--- src/rtl/i2c_cfg_pkg.sv ---
package i2c_cfg_pkg;
  localparam int BYTE_W = 8;
  localparam int CFG_W  = BYTE_W - 1;
  localparam int ADDR_W = 7;
  localparam int CNT_W  = $clog2(BYTE_W + 1);

  typedef enum logic [2:0] {
    ST_IDLE, ST_ADDR, ST_AACK, ST_DATA, ST_DACK, ST_SKIP
  } rx_state_t;

  typedef struct packed {
    logic [2:0] ref_sel;
    logic       ext_clk;
    logic       bipolar;
  } setup_t;

  // top bit selects the destination register
  function automatic logic is_setup(input logic [BYTE_W-1:0] b);
    return b[BYTE_W-1];
  endfunction

  function automatic setup_t setup_of(input logic [BYTE_W-1:0] b);
    setup_t s;
    s.ref_sel = b[6:4];
    s.ext_clk = b[3];
    s.bipolar = b[2];
    return s;
  endfunction

  // bit 1 = 0 asks for the configuration register to be cleared
  function automatic logic keeps_cfg(input logic [BYTE_W-1:0] b);
    return b[1];
  endfunction

  function automatic logic addr_hit(input logic [BYTE_W-1:0] b,
                                    input logic [ADDR_W-1:0] a);
    return (b[BYTE_W-1:1] == a) && !b[0];
  endfunction
endpackage

--- src/rtl/i2c_line_sync.sv ---
module i2c_line_sync #(
  parameter int SYNC_STAGES = 2
) (
  input  logic clk,
  input  logic rst_n,
  input  logic scl_i,
  input  logic sda_i,
  output logic sda_s,
  output logic scl_rise,
  output logic scl_fall,
  output logic ev_start,
  output logic ev_stop
);
  logic [SYNC_STAGES-1:0] scl_chain, sda_chain;
  logic scl_d, sda_d, scl_s;

  generate
    if (SYNC_STAGES == 1) begin : g_one
      always_ff @(posedge clk or negedge rst_n)
        if (!rst_n) begin
          scl_chain <= '1;
          sda_chain <= '1;
        end else begin
          scl_chain <= scl_i;
          sda_chain <= sda_i;
        end
    end else begin : g_many
      always_ff @(posedge clk or negedge rst_n)
        if (!rst_n) begin
          scl_chain <= '1;
          sda_chain <= '1;
        end else begin
          scl_chain <= {scl_chain[SYNC_STAGES-2:0], scl_i};
          sda_chain <= {sda_chain[SYNC_STAGES-2:0], sda_i};
        end
    end
  endgenerate

  assign scl_s = scl_chain[SYNC_STAGES-1];
  assign sda_s = sda_chain[SYNC_STAGES-1];

  always_ff @(posedge clk or negedge rst_n)
    if (!rst_n) begin
      scl_d <= 1'b1;
      sda_d <= 1'b1;
    end else begin
      scl_d <= scl_s;
      sda_d <= sda_s;
    end

  assign scl_rise = scl_s & ~scl_d;
  assign scl_fall = ~scl_s & scl_d;
  assign ev_start = scl_s & scl_d & sda_d & ~sda_s;
  assign ev_stop  = scl_s & scl_d & ~sda_d & sda_s;
endmodule

--- src/rtl/i2c_byte_rx.sv ---
module i2c_byte_rx
  import i2c_cfg_pkg::*;
#(
  parameter logic [ADDR_W-1:0] SLAVE_ADDR = 7'h34
) (
  input  logic              clk,
  input  logic              rst_n,
  input  logic              sda_s,
  input  logic              scl_rise,
  input  logic              scl_fall,
  input  logic              ev_start,
  input  logic              ev_stop,
  output logic              sda_oe,
  output logic              byte_stb,
  output logic [BYTE_W-1:0] byte_q,
  output rx_state_t         state
);
  logic [CNT_W-1:0] cnt;
  logic             full;

  assign full     = (cnt == CNT_W'(BYTE_W));
  assign byte_stb = (state == ST_DATA) && full && scl_fall && !ev_start && !ev_stop;

  always_ff @(posedge clk or negedge rst_n)
    if (!rst_n) begin
      state  <= ST_IDLE;
      cnt    <= '0;
      byte_q <= '0;
      sda_oe <= 1'b0;
    end else if (ev_stop) begin
      state  <= ST_IDLE;
      cnt    <= '0;
      sda_oe <= 1'b0;
    end else if (ev_start) begin
      state  <= ST_ADDR;
      cnt    <= '0;
      sda_oe <= 1'b0;
    end else begin
      case (state)
        ST_ADDR, ST_DATA: begin
          if (scl_rise && !full) begin
            byte_q <= {byte_q[BYTE_W-2:0], sda_s};
            cnt    <= cnt + 1'b1;
          end else if (scl_fall && full) begin
            cnt <= '0;
            if (state == ST_DATA) begin
              state  <= ST_DACK;
              sda_oe <= 1'b1;
            end else if (addr_hit(byte_q, SLAVE_ADDR)) begin
              state  <= ST_AACK;
              sda_oe <= 1'b1;
            end else begin
              state <= ST_SKIP;
            end
          end
        end
        ST_AACK, ST_DACK: begin
          if (scl_fall) begin
            state  <= ST_DATA;
            sda_oe <= 1'b0;
          end
        end
        default: ;
      endcase
    end
endmodule

--- src/rtl/cfg_reg_bank.sv ---
module cfg_reg_bank
  import i2c_cfg_pkg::*;
(
  input  logic              clk,
  input  logic              rst_n,
  input  logic              byte_stb,
  input  logic [BYTE_W-1:0] byte_q,
  output setup_t            setup,
  output logic [CFG_W-1:0]  cfg,
  output logic              wr_setup,
  output logic              wr_cfg
);
  assign wr_setup = byte_stb &  is_setup(byte_q);
  assign wr_cfg   = byte_stb & ~is_setup(byte_q);

  always_ff @(posedge clk or negedge rst_n)
    if (!rst_n) begin
      setup <= '0;
      cfg   <= '0;
    end else if (wr_setup) begin
      setup <= setup_of(byte_q);
      if (!keeps_cfg(byte_q)) cfg <= '0;
    end else if (wr_cfg) begin
      cfg <= byte_q[CFG_W-1:0];
    end
endmodule

--- src/rtl/i2c_cfg_slave.sv ---
module i2c_cfg_slave
  import i2c_cfg_pkg::*;
#(
  parameter logic [ADDR_W-1:0] SLAVE_ADDR  = 7'h34,
  parameter int                SYNC_STAGES = 2
) (
  input  logic             clk,
  input  logic             rst_n,
  input  logic             scl_i,
  input  logic             sda_i,
  output logic             sda_oe,
  output logic [2:0]       ref_sel,
  output logic             ext_clk,
  output logic             bipolar,
  output logic [CFG_W-1:0] cfg_bits
);
  // named internal events, observed by the bound checker
  logic              sda_s, scl_rise, scl_fall, ev_start, ev_stop;
  logic              byte_stb, wr_setup, wr_cfg;
  logic [BYTE_W-1:0] byte_q;
  rx_state_t         rx_state;
  setup_t            setup;

  i2c_line_sync #(.SYNC_STAGES(SYNC_STAGES)) u_sync (
    .clk(clk), .rst_n(rst_n), .scl_i(scl_i), .sda_i(sda_i),
    .sda_s(sda_s), .scl_rise(scl_rise), .scl_fall(scl_fall),
    .ev_start(ev_start), .ev_stop(ev_stop)
  );

  i2c_byte_rx #(.SLAVE_ADDR(SLAVE_ADDR)) u_rx (
    .clk(clk), .rst_n(rst_n), .sda_s(sda_s), .scl_rise(scl_rise),
    .scl_fall(scl_fall), .ev_start(ev_start), .ev_stop(ev_stop),
    .sda_oe(sda_oe), .byte_stb(byte_stb), .byte_q(byte_q), .state(rx_state)
  );

  cfg_reg_bank u_regs (
    .clk(clk), .rst_n(rst_n), .byte_stb(byte_stb), .byte_q(byte_q),
    .setup(setup), .cfg(cfg_bits), .wr_setup(wr_setup), .wr_cfg(wr_cfg)
  );

  assign ref_sel = setup.ref_sel;
  assign ext_clk = setup.ext_clk;
  assign bipolar = setup.bipolar;
endmodule

--- config.mk ---
export PLATFORM = sky130hd
export DESIGN_NAME = i2c_cfg_slave
export DESIGN_NICKNAME = d
export VERILOG_FILES = /design/src/rtl/i2c_cfg_pkg.sv /design/src/rtl/i2c_line_sync.sv /design/src/rtl/i2c_byte_rx.sv /design/src/rtl/cfg_reg_bank.sv /design/src/rtl/i2c_cfg_slave.sv
export SDC_FILE = /design/constraint.sdc
export NUM_CORES = 1
export LEC_CHECK = 0
export BUFFER_PORTS_ARGS = -buffer_cell sky130_fd_sc_hd__buf_2
export CAP_MARGIN = 20
export CORE_MARGIN = 3
export CORE_UTILIZATION = 55
export CTS_BUF_LIST = sky130_fd_sc_hd__clkbuf_8 sky130_fd_sc_hd__clkbuf_16
export CTS_CLUSTER_SIZE = 16
export DETAILED_ROUTE_END_ITERATION = 16
export GPL_TIMING_DRIVEN = 0
export PLACE_DENSITY = 0.73
export RECOVER_POWER = 50
export SLEW_MARGIN = 40
export SYNTH_ARGS = -nofsm -noshare
export SYNTH_HDL_FRONTEND = slang
export SYNTH_SLANG_ARGS = --single-unit
--- constraint.sdc ---
create_clock -name clk -period 3.5 [get_ports clk]
set_input_delay 0.7 -clock clk [delete_from_list [all_inputs] [get_ports clk]]
set_output_delay 0.7 -clock clk [all_outputs]
set_load 0.01 [all_outputs]
==> results summary <==
The run finished, with violations left. The count of buffering cells on the critical path with inverters included came out at 1. The initial antenna violation count came out at 0. The launch instance of the worst register-to-register path is u_rx.cnt[0]$_DFFE_PN0P_.

The synthesized net count came out at around 120. The final reports fail on max-capacitance violations, max-slew violations. Of the total power, the clock network draws 0.287.

The effective utilization at floorplan came out at 0.601. The core region is 2570 um^2. TritonCTS built the clock tree. The first-pass GRT wire length came out at around 4800 um. The number of max-capacitance violations reported is 1. The synthesized netlist occupies a cell area of between 1500 and 2000 um^2. The final setup skew came out at ~0.0057 ns.

The number of endpoints with negative hold slack in the final report came out at 0. The maximum number of pins on one net before global-route repair came out at 35. The share of power burned in registers came out at 0.539. Fill cells in the final layout number a little under 200. TritonCTS created 5 clock buffers. Leaving out fill and tap cells, the most frequent cell in the layout is dfrtp_1. Setup repair after global routing left no endpoint under its margin. The cell sitting at the root of the clock tree is a clkbuf_8. The transition time at the pin with the least slew margin is about 1.7 ns.

The number of distinct library cell variants in the gate-level netlist after synthesis is 42. The leakage power came out at around 0.80 nW. The mean post-synth cell area came out at 13.2 um^2. Post-CTS repair changed the size of 0 cells. The cell depth of the worst hold path is 0. Once detailed placement completed, the half-perimeter wirelength came to ~1900 um. The largest individual stage delay along the critical path comes from the cell clkbuf_1. The repair_antennas step left the layout with diodes totalling 0. The min-delay analysis places its worst path in the category flop to flop.

In the final layout, the share of cells above drive strength 1 is 0.348. Hold repair after CTS inserted 0 buffers. The clock tree buffer depth is 2. The number of remaining DRC errors is 0. The clock latency of the later-clocked register in the worst-skew pair came out at between 0.2 and 0.3 ns. The worst hold path endpoint is u_sync.scl_chain[1]$_DFF_PN1_. Yosys mapped a number of flops with a built-in enable equal to 0.

The final non-filler cell area came out at around 1800 um^2. The clock-pin slew reported for the worst setup and hold paths after clock tree synthesis came out at approximately 0.06 ns. Dividing the final minimum period by the clock period gives 0.528. The library cells used most frequently in the layout, excluding fill and tap cells, are dfrtp_1, buf_2, mux2_2, a22o_1, clkbuf_8. Based on the critical path, the design can be clocked at up to about 540 MHz. The switching share of power is 0.296.

The vertical die dimension is 59.0 um. The path depth of the worst reg2reg path came out at 6. The area growth from synthesis to layout is 13.7%. Row generation in the floorplan step produced 18 rows.

The count of buffers inserted at the top-level ports came out at 16. In this run the critical register-to-register path is captured at u_regs.cfg[1]$_DFFE_PN0P_. The number of setup buffers added after CTS is 0. The synthesized design contains 34 register bits. The sequential element share of the synthesized area is 0.556.

The number of violations reported at the end of detailed-routing iteration 0 came out at 31. The worst endpoint data arrival time is approximately 1.9 ns. The switching power summed over all nets came out at just over 0.3 mW. The final setup TNS is 0 ns. The number of global-route vias before repair came to around 970. Dividing total power by cell area gives a power density of 595 nW/um^2. The largest single stage delay on the critical path is approximately 1.2 ns. The launch point of the worst hold path is u_sync.scl_chain[0]$_DFF_PN1_. The antenna violation net count after detailed routing came out at 0. Summed over all layers, the global routing overflow is 0.

The CTS sink count came out at 34. The internal portion of the total power is between 0.7 and 0.8 mW. The critical path class is primary input to async pin. The number of pins exceeding their max-slew limit in the final report is 35. The worst pin sits at a relative slew slack of -0.143.

The congestion estimate from routability-driven global placement came to 0.794. The count of final setup violators came out at 0. VDD sags by at most approximately 0.4 mV.

The total via count after detailed routing is ~1k. The area of the die came out at roughly 3500 um^2. The first detailed-routing pass ran for 4 iterations. The clock tree synthesis step divided the H-tree into 2 levels. From left edge to right edge, the die measures slightly below 60 um. The worst setup path is captured at an async pin.

After detailed routing, the number of vias per cell comes to 5.85. On the critical path the largest part of the delay comes from buffers and inverters. After detailed placement, the total cell area comes to between 1500 and 2000 um^2.

Dividing the detail-routed wire length by the instance count gives about 16 um. After technology mapping, the gate count stands at 117. The final layout contains routed wiring with a total length of between 2000 and 3000 um. Walking the worst path, the cells encountered are clkbuf_1. In the synthesized netlist the dominant register cell turns out to be dfrtp_1. The portion of total power attributed to combinational logic came out at 0.174. The time the worst path needs with I/O delays and setup is 1.85 ns.

The yosys synthesis warning count came out at 0. In this run the register-to-register setup slack is between 1.5 and 2 ns. For this design the top-level I/O count stands at 17. In the synthesized netlist the async set-or-reset flop fraction comes to 1.00. The maximum net fanout on the critical path is 34. The critical path required time came out at about 3.6 ns. The number of nets in the finished design is approximately 150. STA classifies the critical path startpoint as a primary input. The global-route usage over all layers is 0.189.
## synth_stat cells, drive strengths merged, types with 3 or more instances
library cell | count | share of area
a22o | 8 | 0.045
buf | 3 | 0.018
dfrtp | 28 | 0.45
dfstp | 6 | 0.10
inv | 4 | 0.0097
mux2 | 14 | 0.11
nand2 | 3 | 0.0073
nand3 | 4 | 0.013
nor2b | 3 | 0.012
nor3b | 3 | 0.015
o211ai | 3 | 0.015
o21ai | 3 | 0.0097
## flip-flops by register name, indices dropped and copies added (netlist names)
name and flops:
u_sync.scl_d 1, u_regs.setup 5, u_sync.scl_chain 2, u_rx.state 3, u_rx.sda_oe 1, u_sync.sda_chain 2, u_rx.byte_q 8, u_sync.sda_d 1
u_rx.cnt 4, u_regs.cfg 7
## final cells by class
class	count	area, um^2	share of cell area
inverters	4	15.0	0.00856
flip-flops and latches	34	858	0.489
clock inverters	2	12.5	0.00713
well taps	30	37.5	0.0214
multi-input cells	75	638	0.364
plain buffers	4	31.3	0.0178
clock buffers	6	82.6	0.0471
repair buffers	16	78.8	0.0449
## power groups by stage
stage          registers [mW]  clock network, mW  logic [mW]
3_3_place_gp            0.562                  0       0.175
4_1_cts                 0.564              0.307       0.185
6_report                0.563              0.300       0.182
3_5_place_dp            0.571                  0       0.183
5_1_grt                 0.580              0.329       0.203
2_1_floorplan           0.542                  0       0.144
## through the flow
stage / std cells / setup WS [ns] / total power [mW] / utilization / hold slack [ns]
2_1_floorplan: 117 / 1.84 / 0.685 / - / 0.345
3_3_place_gp: 163 / 1.79 / 0.738 / 0.647 / 0.346
3_5_place_dp: 163 / 1.75 / 0.753 / 0.647 / 0.347
4_1_cts: 171 / 1.73 / 1.06 / 0.684 / 0.357
5_1_grt: 171 / 1.30 / 1.11 / 0.683 / 0.370
6_report: 171 / 1.65 / 1.04 / 0.683 / 0.361
## how the worst max path moves through the flow
stage / end / cells past startpoint / slack [ns] / from
4_1_cts: u_regs.cfg[1]$_DFFE_PN0P_ / 6 / 1.73 / u_rx.cnt[0]$_DFFE_PN0P_
3_3_place_gp: u_regs.setup[2]$_DFFE_PN0P_ / 7 / 1.79 / u_rx.cnt[0]$_DFFE_PN0P_
6_report: u_rx.cnt[0]$_DFFE_PN0P_ / 1 / 1.65 / rst_n
5_1_grt: u_rx.byte_q[4]$_DFFE_PN0P_ / 1 / 1.30 / rst_n
2_1_floorplan: u_regs.setup[0]$_DFFE_PN0P_ / 7 / 1.84 / u_rx.cnt[0]$_DFFE_PN0P_
3_5_place_dp: u_regs.cfg[1]$_DFFE_PN0P_ / 6 / 1.75 / u_rx.cnt[0]$_DFFE_PN0P_
## layer usage
metal	global-route usage	routed length (um)
met1	0.265	1300
met2	0.270	1260
met3	0.0461	103
met4	0.0971	55
met5	0	0
## logic make-up after synthesis
kind of cell | after synthesis | share of synthesized area
simple gates | 30 | 0.139
fa+ha+maj | 2 | 0.0162
compound gates | 27 | 0.133
mux | 14 | 0.114
flops | 34 | 0.556
xor+xnor | 2 | 0.0114
buf+inv | 8 | 0.0300
Note: power is estimated with default switching activity, not from simulation.
